**src/rtl/lut_alu_pkg.sv**
```systemverilog
package lut_alu_pkg;
  localparam int FLG_C = 0;
  localparam int FLG_Z = 1;
  localparam int FLG_S = 2;
  localparam int FLG_V = 3;
  localparam int NSTAT = 4;

  typedef enum logic [1:0] {
    CIN_ZERO   = 2'b00,
    CIN_ONE    = 2'b01,
    CIN_STORED = 2'b10
  } cin_mode_e;
endpackage

```
**src/rtl/opnd_cond.sv**
```systemverilog
module opnd_cond #(
  parameter int W = 8
) (
  input  logic [W-1:0] d,
  input  logic         clr,
  input  logic         inv,
  output logic [W-1:0] q
);
  always_comb begin
    unique case ({clr, inv})
      2'b00:   q = d;
      2'b01:   q = ~d;
      2'b10:   q = '0;
      default: q = '1;
    endcase
  end
endmodule

```
**src/rtl/ttab_logic.sv**
```systemverilog
module ttab_logic #(
  parameter int W = 8
) (
  input  logic [W-1:0] a,
  input  logic [W-1:0] b,
  input  logic [3:0]   fn,
  output logic [W-1:0] y
);
  for (genvar i = 0; i < W; i++) begin : g_bit
    assign y[i] = fn[{a[i], b[i]}];
  end
endmodule

```
**src/rtl/gp_adder.sv**
```systemverilog
module gp_adder #(
  parameter int W = 8
) (
  input  logic [W-1:0] a,
  input  logic [W-1:0] b,
  input  logic         cin,
  output logic [W-1:0] sum,
  output logic         cout
);
  logic [W-1:0] gen, prop;
  logic [W:0]   cy;

  assign gen   = a & b;
  assign prop  = a ^ b;
  assign cy[0] = cin;

  for (genvar i = 0; i < W; i++) begin : g_chain
    assign cy[i+1] = gen[i] | (prop[i] & cy[i]);
  end

  assign sum  = prop ^ cy[W-1:0];
  assign cout = cy[W];
endmodule

```
**src/rtl/lut_alu.sv**
```systemverilog
module lut_alu
  import lut_alu_pkg::*;
#(
  parameter int W     = 8,
  parameter int NUSER = 4,
  localparam int FW   = NSTAT + NUSER
) (
  input  logic          clk,
  input  logic          rst,
  input  logic [W-1:0]  a_in,
  input  logic [W-1:0]  b_in,
  input  logic          a_clr,
  input  logic          a_inv,
  input  logic          b_clr,
  input  logic          b_inv,
  input  logic [3:0]    fn,
  input  logic          arith,
  input  logic [1:0]    cin_mode,
  input  logic          flag_we,
  input  logic [NUSER-1:0] user_flags,
  output logic [W-1:0]  result,
  output logic [FW-1:0] flags
);
  logic [W-1:0]     a_c, b_c, lg_y, sum;
  logic             cout, cin;
  logic [W-1:0]     res_n;
  logic [NSTAT-1:0] stat_n, stat_q;
  logic [NUSER-1:0] user_q;

  opnd_cond #(.W(W)) u_ca (.d(a_in), .clr(a_clr), .inv(a_inv), .q(a_c));
  opnd_cond #(.W(W)) u_cb (.d(b_in), .clr(b_clr), .inv(b_inv), .q(b_c));

  ttab_logic #(.W(W)) u_lg (.a(a_c), .b(b_c), .fn(fn), .y(lg_y));

  assign cin = cin_mode[1] ? stat_q[FLG_C] : cin_mode[0];

  gp_adder #(.W(W)) u_add (.a(a_c), .b(b_c), .cin(cin), .sum(sum), .cout(cout));

  always_comb begin
    res_n         = arith ? sum : lg_y;
    stat_n[FLG_C] = arith & cout;
    stat_n[FLG_V] = arith & (a_c[W-1] == b_c[W-1]) & (sum[W-1] != a_c[W-1]);
    stat_n[FLG_Z] = (res_n == '0);
    stat_n[FLG_S] = res_n[W-1];
  end

  always_ff @(posedge clk) begin
    if (rst) begin
      result <= '0;
      stat_q <= '0;
      user_q <= '0;
    end else begin
      result <= res_n;
      user_q <= user_flags;
      if (flag_we) stat_q <= stat_n;
    end
  end

  assign flags = {user_q, stat_q};
endmodule

```
**config.mk**
```make
export PLATFORM = sky130hd
export DESIGN_NAME = lut_alu
export DESIGN_NICKNAME = d
export VERILOG_FILES = /design/src/rtl/lut_alu_pkg.sv /design/src/rtl/opnd_cond.sv /design/src/rtl/ttab_logic.sv /design/src/rtl/gp_adder.sv /design/src/rtl/lut_alu.sv
export SDC_FILE = /design/constraint.sdc
export NUM_CORES = 1
export LEC_CHECK = 0
export CORE_UTILIZATION = 43
export CTS_CLUSTER_SIZE = 24
export DETAILED_ROUTE_END_ITERATION = 10
export PLACE_DENSITY = 0.8
export SYNTH_ARGS = -nofsm -noshare
export SYNTH_HDL_FRONTEND = slang
export SYNTH_HIERARCHICAL = 1
export SYNTH_SLANG_ARGS = --single-unit
```
**constraint.sdc**
```tcl
create_clock -name clk -period 5.7 [get_ports clk]
set_input_delay 1.14 -clock clk [delete_from_list [all_inputs] [get_ports clk]]
set_output_delay 1.14 -clock clk [all_outputs]
set_load 0.005 [all_outputs]
```
* Word level (Yosys, flattened, before mapping)
Cells that the tools add are included.
Cells by class: multiplexer cells 20, equal/unequal tests 6, bitwise gates (word level) 24, magnitude comparators 8, reductions and logical operators 3
Operators with widths (count):
- one-hot mux 8 bit (3 select lines) | 2
- less-than comparator 2 x 3 -> 1 bit, second input constant | 8
- binary-select mux 1 bit (select 2 bit) | 8
- inverter 8 bit | 2
- bitwise XOR 8 bit | 2
- AND 1 bit | 11
- two-way mux 1 bit | 9
- AND 8 bit | 1
- zero test 8 bit | 1
- two-way mux 8 bit | 1
- bitwise OR 1 bit | 8
- equality test 2 x 1 -> 1 bit, second input constant | 2
- equality test 2 bit, second input constant | 2
- zero test 2 bit | 2
- equality test 1 bit | 1
- != test 1 bit | 1
Word-level totals: logic and storage cells 64, register bits after elaboration 16

* Longest topological paths before layout
depth after elaboration 20, depth in mapped cells 18, mapped depth without buffers 18

* By module
The synthesis kept the hierarchy.
By module, submodules not included:
- lut_alu | area an instance 601.8 um2, cells each 57, sequential area each 320.3 um2, times used 1
- opnd_cond | area an instance 135.1 um2, cells each 17, sequential area each 0.0 um2, times used 2
- gp_adder | area an instance 197.7 um2, cells each 18, sequential area each 0.0 um2, times used 1
- ttab_logic | area an instance 180.2 um2, cells each 8, sequential area each 0.0 um2, times used 1

* Least setup slack after synthesis
OpenSTA, ideal clock, no wires.
kind in2reg, start point in b_inv, end point reg stat_q[3], slack 0.747 ns, cell stages on the path 18, path buffers 1, arrival time 4.883 ns, library setup time 0.070 ns, required time 5.630 ns, cell sequence buf_4 > xnor2_1 > inv_1 > fa_1 > inv_1 > fa_1 > fa_1 > fa_1 > fa_1 > fa_1 > fa_1 > inv_1 > fa_1 > inv_1 > nand2b_1 > o22ai_1 > nand3_1 > a21oi_1
On the way: word-level cells in the longest chain between the ends 20, elaborated cells between the ends (all ways) 25, those cells by class eq/ne (4); mux (1); bitwise (19); reduce/logical (1)
Ends and longest elaborated chain:
- from (decl) | line lut_alu.sv:15 | input logic b_inv,
- equality test 2 bit (tied with other cells) | line opnd_cond.sv:10 | unique case ({clr, inv})
- one-hot mux 8 bit (3 select lines) (*) | line opnd_cond.sv:10
- named net b_c[0] | line lut_alu.sv:24 | logic [W-1:0] a_c, b_c, lg_y, sum;
- bitwise XOR 8 bit | line gp_adder.sv:14 | assign prop = a ^ b;
- AND 1 bit | line gp_adder.sv:18 | assign cy[i+1] = gen[i] | (prop[i] & cy[i]);
- bitwise OR 1 bit (*) | line gp_adder.sv:18
- AND 1 bit (*) | line gp_adder.sv:18
- bitwise OR 1 bit (*) | line gp_adder.sv:18
- [6 not listed]
- AND 1 bit (*) | line gp_adder.sv:18
- bitwise OR 1 bit (*) | line gp_adder.sv:18
- AND 1 bit (*) | line gp_adder.sv:18
- bitwise OR 1 bit (*) | line gp_adder.sv:18
- bitwise XOR 8 bit (*) | line gp_adder.sv:21 | assign sum = prop ^ cy[W-1:0];
- named net sum[7] | line lut_alu.sv:24
- != test 1 bit (*) | line lut_alu.sv:42 | stat_n[FLG_V] = arith & (a_c[W-1] == b_c[W-1]) & (sum[W-1] != a_c[W-1]);
- AND 1 bit (*) | line lut_alu.sv:42
- to (signal assigned) | line lut_alu.sv:55 | if (flag_we) stat_q <= stat_n;
- to (decl) | line lut_alu.sv:27 | logic [NSTAT-1:0] stat_n, stat_q;
Mark *: on every way through the listed nets, which the timed path passes. The rest lies on a longest branch. A chain may end at the register's enable or synchronous reset.

* Worst setup path after layout
start point in cin_mode[1], end point reg stat_q[3]
On the way: word-level cells in the longest chain between the ends 18
Ends and longest elaborated chain:
- from (decl) | line lut_alu.sv:18 | input logic [1:0] cin_mode,
- two-way mux 1 bit | line lut_alu.sv:35 | assign cin = cin_mode[1] ? stat_q[FLG_C] : cin_mode[0];
- named net cin | line lut_alu.sv:25 | logic cout, cin;
- AND 1 bit | line gp_adder.sv:18
- bitwise OR 1 bit | line gp_adder.sv:18
- AND 1 bit | line gp_adder.sv:18
- bitwise OR 1 bit | line gp_adder.sv:18
- AND 1 bit | line gp_adder.sv:18
- bitwise OR 1 bit | line gp_adder.sv:18
- [4 not listed]
- AND 1 bit | line gp_adder.sv:18
- bitwise OR 1 bit | line gp_adder.sv:18
- AND 1 bit | line gp_adder.sv:18
- bitwise OR 1 bit | line gp_adder.sv:18
- bitwise XOR 8 bit | line gp_adder.sv:21
- named net sum[7] | line lut_alu.sv:24
- != test 1 bit | line lut_alu.sv:42
- AND 1 bit | line lut_alu.sv:42
The timed path passes the listed nets, and every way through them passes these cells.

==> results.toml <==
[cells_and_area]
multi_input_area_um2 = 862
fill_cells = 237
drive_gt1_share_pct = 12.9
register_area_um2 = 320
nets = 214
antenna_cells = 0
areaGrowthSynthToFinish_pct = 45.8

[worst_setup_path]
worst_setup_path_start_kind = "primary input"
cp_common_cell = "fa_1"
crit_buf_inv = 5
crit_chain = "clkdlybuf4s50_1 > mux2_2 > inv_1 > fa_1 > inv_1 > fa_1 > fa_1 > fa_1 > fa_1 > fa_1 > fa_1 > inv_1 > fa_1 > inv_1 > nand2b_1 > o22ai_1 > nand3_1 > a21oi_1"
end_kind = "flop"
critPathMaxStageDelay_ns = 0.47
crit_path_max_fanout = 3
path_delay_family = "adder cells"
cp.arrival_ns = 5.63
cp_slowest_cell = "clkdlybuf4s50_1"
crit_type = "in2reg"
required_ns = 5.91

[cts]
post_cts_resized = 0
cts_buffers = 3
clock_latency_ns = 0.29
h-tree-depth = 1
cts_sinks = 16
tritoncts = "done"
clockBufferDepth = 2
clkTransAtPathRegs_ns = 0.09
post_cts_buffers = 0
root_buffer = "clkbuf_4"
holdBufCountCts = 0

[routing]
dr.pass1.iters = 5
ant_nets = 0
num_vias = 1016
vias_per_cell = 5.03
routedWlPerCell_um = 12.9
drc = 0
drt_iter0_drc = 11
wl_mm = 2.61

[placement]
hpwlAfterDp_mm = 2.35
gp_congestion = 0.820
port-buffer-count = 49

[synthesis]
synth_edf_count = 0
avgSynthCellArea_um2 = 10.7
netlist.area_leader.share_pct = 25.6
async_flop_share_pct = 0
ys_seq_elements = 16
ys_types = 22
synth_commonest_cells = "nand2b_1, dfxtp_1, xnor2_1"
synth_cells = 117
yosysMostFrequentCell = "nand2b_1"
synth_area_leaders = "dfxtp_1, mux4_2, fa_1"
netlist_area_mm2 = 0.00125
yosys.area.top_type = "dfxtp_1"
syn-num-nets = 159
yosysWarnings = 6
seq_area_frac_synth_pct = 25.6
synth_flop_cell = "dfxtp_1"

[power]
p_per_area_mw_per_mm2 = 206
p_total_mw = 0.375
peakVddDrop_v = 0.000223
leakagePower_nw = 0.712

[sta]
finalClockSkew_ns = 0.00447
slew_violations = 0
slew_headroom_pct = 62.1
hold_violations = 0
timing.hold.ws_ns = 0.489
tightest_slew_ns = 0.567
setup_viol = 0
post-route-min-period_ns = 5.42
fin_tns_setup_ns = 0
fmax_mhz = 184
finalCritPeriodShare_pct = 95.2
rsz0062_at_grt = "no"

[die]
die_area_mm2 = 0.00313
fp.dieW_um = 55.9
start_util_pct = 45.3
die_h_um = 55.9
coreArea_mm2 = 0.00276
io_pins = 50
rows = 19

[min_path]
min_path_type = "reg2reg"

[global_route]
global_route.overflow_total = 0
grt_antenna_before_repair = 0
grt_pass1_wl_mm = 4.43
grt_max_degree = 17
grt.total_usage_pct = 17.8
grt_pass1_vias = 1077

[outcome]
outcome = "complete, no violations"

[job]
maxCapViolations = 0
per-layer routing:
metal  part of all wire, %  GRT usage, %  up-vias
met5                     0             0        -
met4                   3.7          8.36        0
met3                   7.7          3.02       10
met2                    53          35.1       60
met1                    36          17.9      447
li1                      -             -      499
registers in the layout, indices dropped and copies added (netlist names):
| register | count |
|---|---|
| result | 8 |
| stat_q | 4 |
| user_q | 4 |
layout by cell type (no fill, tap or decap):
| cell type | count |
|---|---|
| clkdlybuf4s50_1 | 49 |
| nand2b_1 | 18 |
| dfxtp_1 | 16 |
| xnor2_1 | 16 |
| inv_1 | 10 |
| nor2_1 | 9 |
| mux2i_1 | 8 |
| fa_1 | 8 |
| mux4_2 | 8 |
| buf_4 | 5 |
| nor2b_1 | 4 |
| a21oi_1 | 3 |
| clkbuf_4 | 3 |
| nand3_1 | 2 |
| nand2b_4 | 2 |
| mux2_2 | 1 |
| or4_1 | 1 |
| nor4_1 | 1 |
| or4_4 | 1 |
| nor4b_2 | 1 |
| o2111ai_1 | 1 |
| a211oi_1 | 1 |
| nand2_1 | 1 |
| o22ai_1 | 1 |
| clkbuf_8 | 1 |
where the power goes:
group / switching [mW] / internal [mW]
registers: 0.00355 / 0.125
clock network: 0.0330 / 0.0389
logic: 0.0740 / 0.101
total: 0.111 / 0.265
cell families (layout without fill, tap and decap cells):
kind of cell / after synthesis / after routing / synth area share, %
AOI/OAI and AO/OA: 6 / 6 / 3.00
xor gates and xnor gates: 16 / 16 / 11.2
adders and majority gates: 8 / 8 / 12.8
buffers and inverters: 14 / 68 / 5.41
DFF: 16 / 16 / 25.6
muxes: 17 / 17 / 21.7
and+or+nand+nor: 40 / 40 / 20.2
metrics by stage:
| step | cells | utilization (%) | setup slack [ns] | cell area (um^2) |
|---|---|---|---|---|
| floorplan | 117 | - | 0.747 | 1250 |
| global placement | 198 | 64.8 | 0.127 | 1790 |
| detailed placement | 198 | 64.8 | -0.00546 | 1790 |
| CTS | 202 | 66.1 | 0.299 | 1820 |
| global route | 202 | 66.1 | 0.0346 | 1820 |
| finish | 202 | 66.1 | 0.276 | 1820 |
layout make-up:
cell class,count,area share (%)
multi-input cells,87,47.3
repair buffers,54,29.0
flip-flops and latches,16,17.6
well taps,31,2.13
inverters,10,2.06
clock buffers,4,1.99
final timing paths:
path / from / slack, ns / cells after the start / end
min: stat_q[1] / 0.49 / 2 / stat_q[1]
max reg2reg: stat_q[0] / 1.33 / 17 / stat_q[3]
min reg2reg: stat_q[1] / 0.49 / 2 / stat_q[1]
max: cin_mode[1] / 0.28 / 18 / stat_q[3]
tightest hold or removal path: cells and delay by family (launching register included):
kind	cells	cell delay [ns]
AOI/OAI and AO/OA	1	0.05
DFF	1	0.33
and+or+nand+nor	1	0.07
Power figures use the tool's default switching activity.
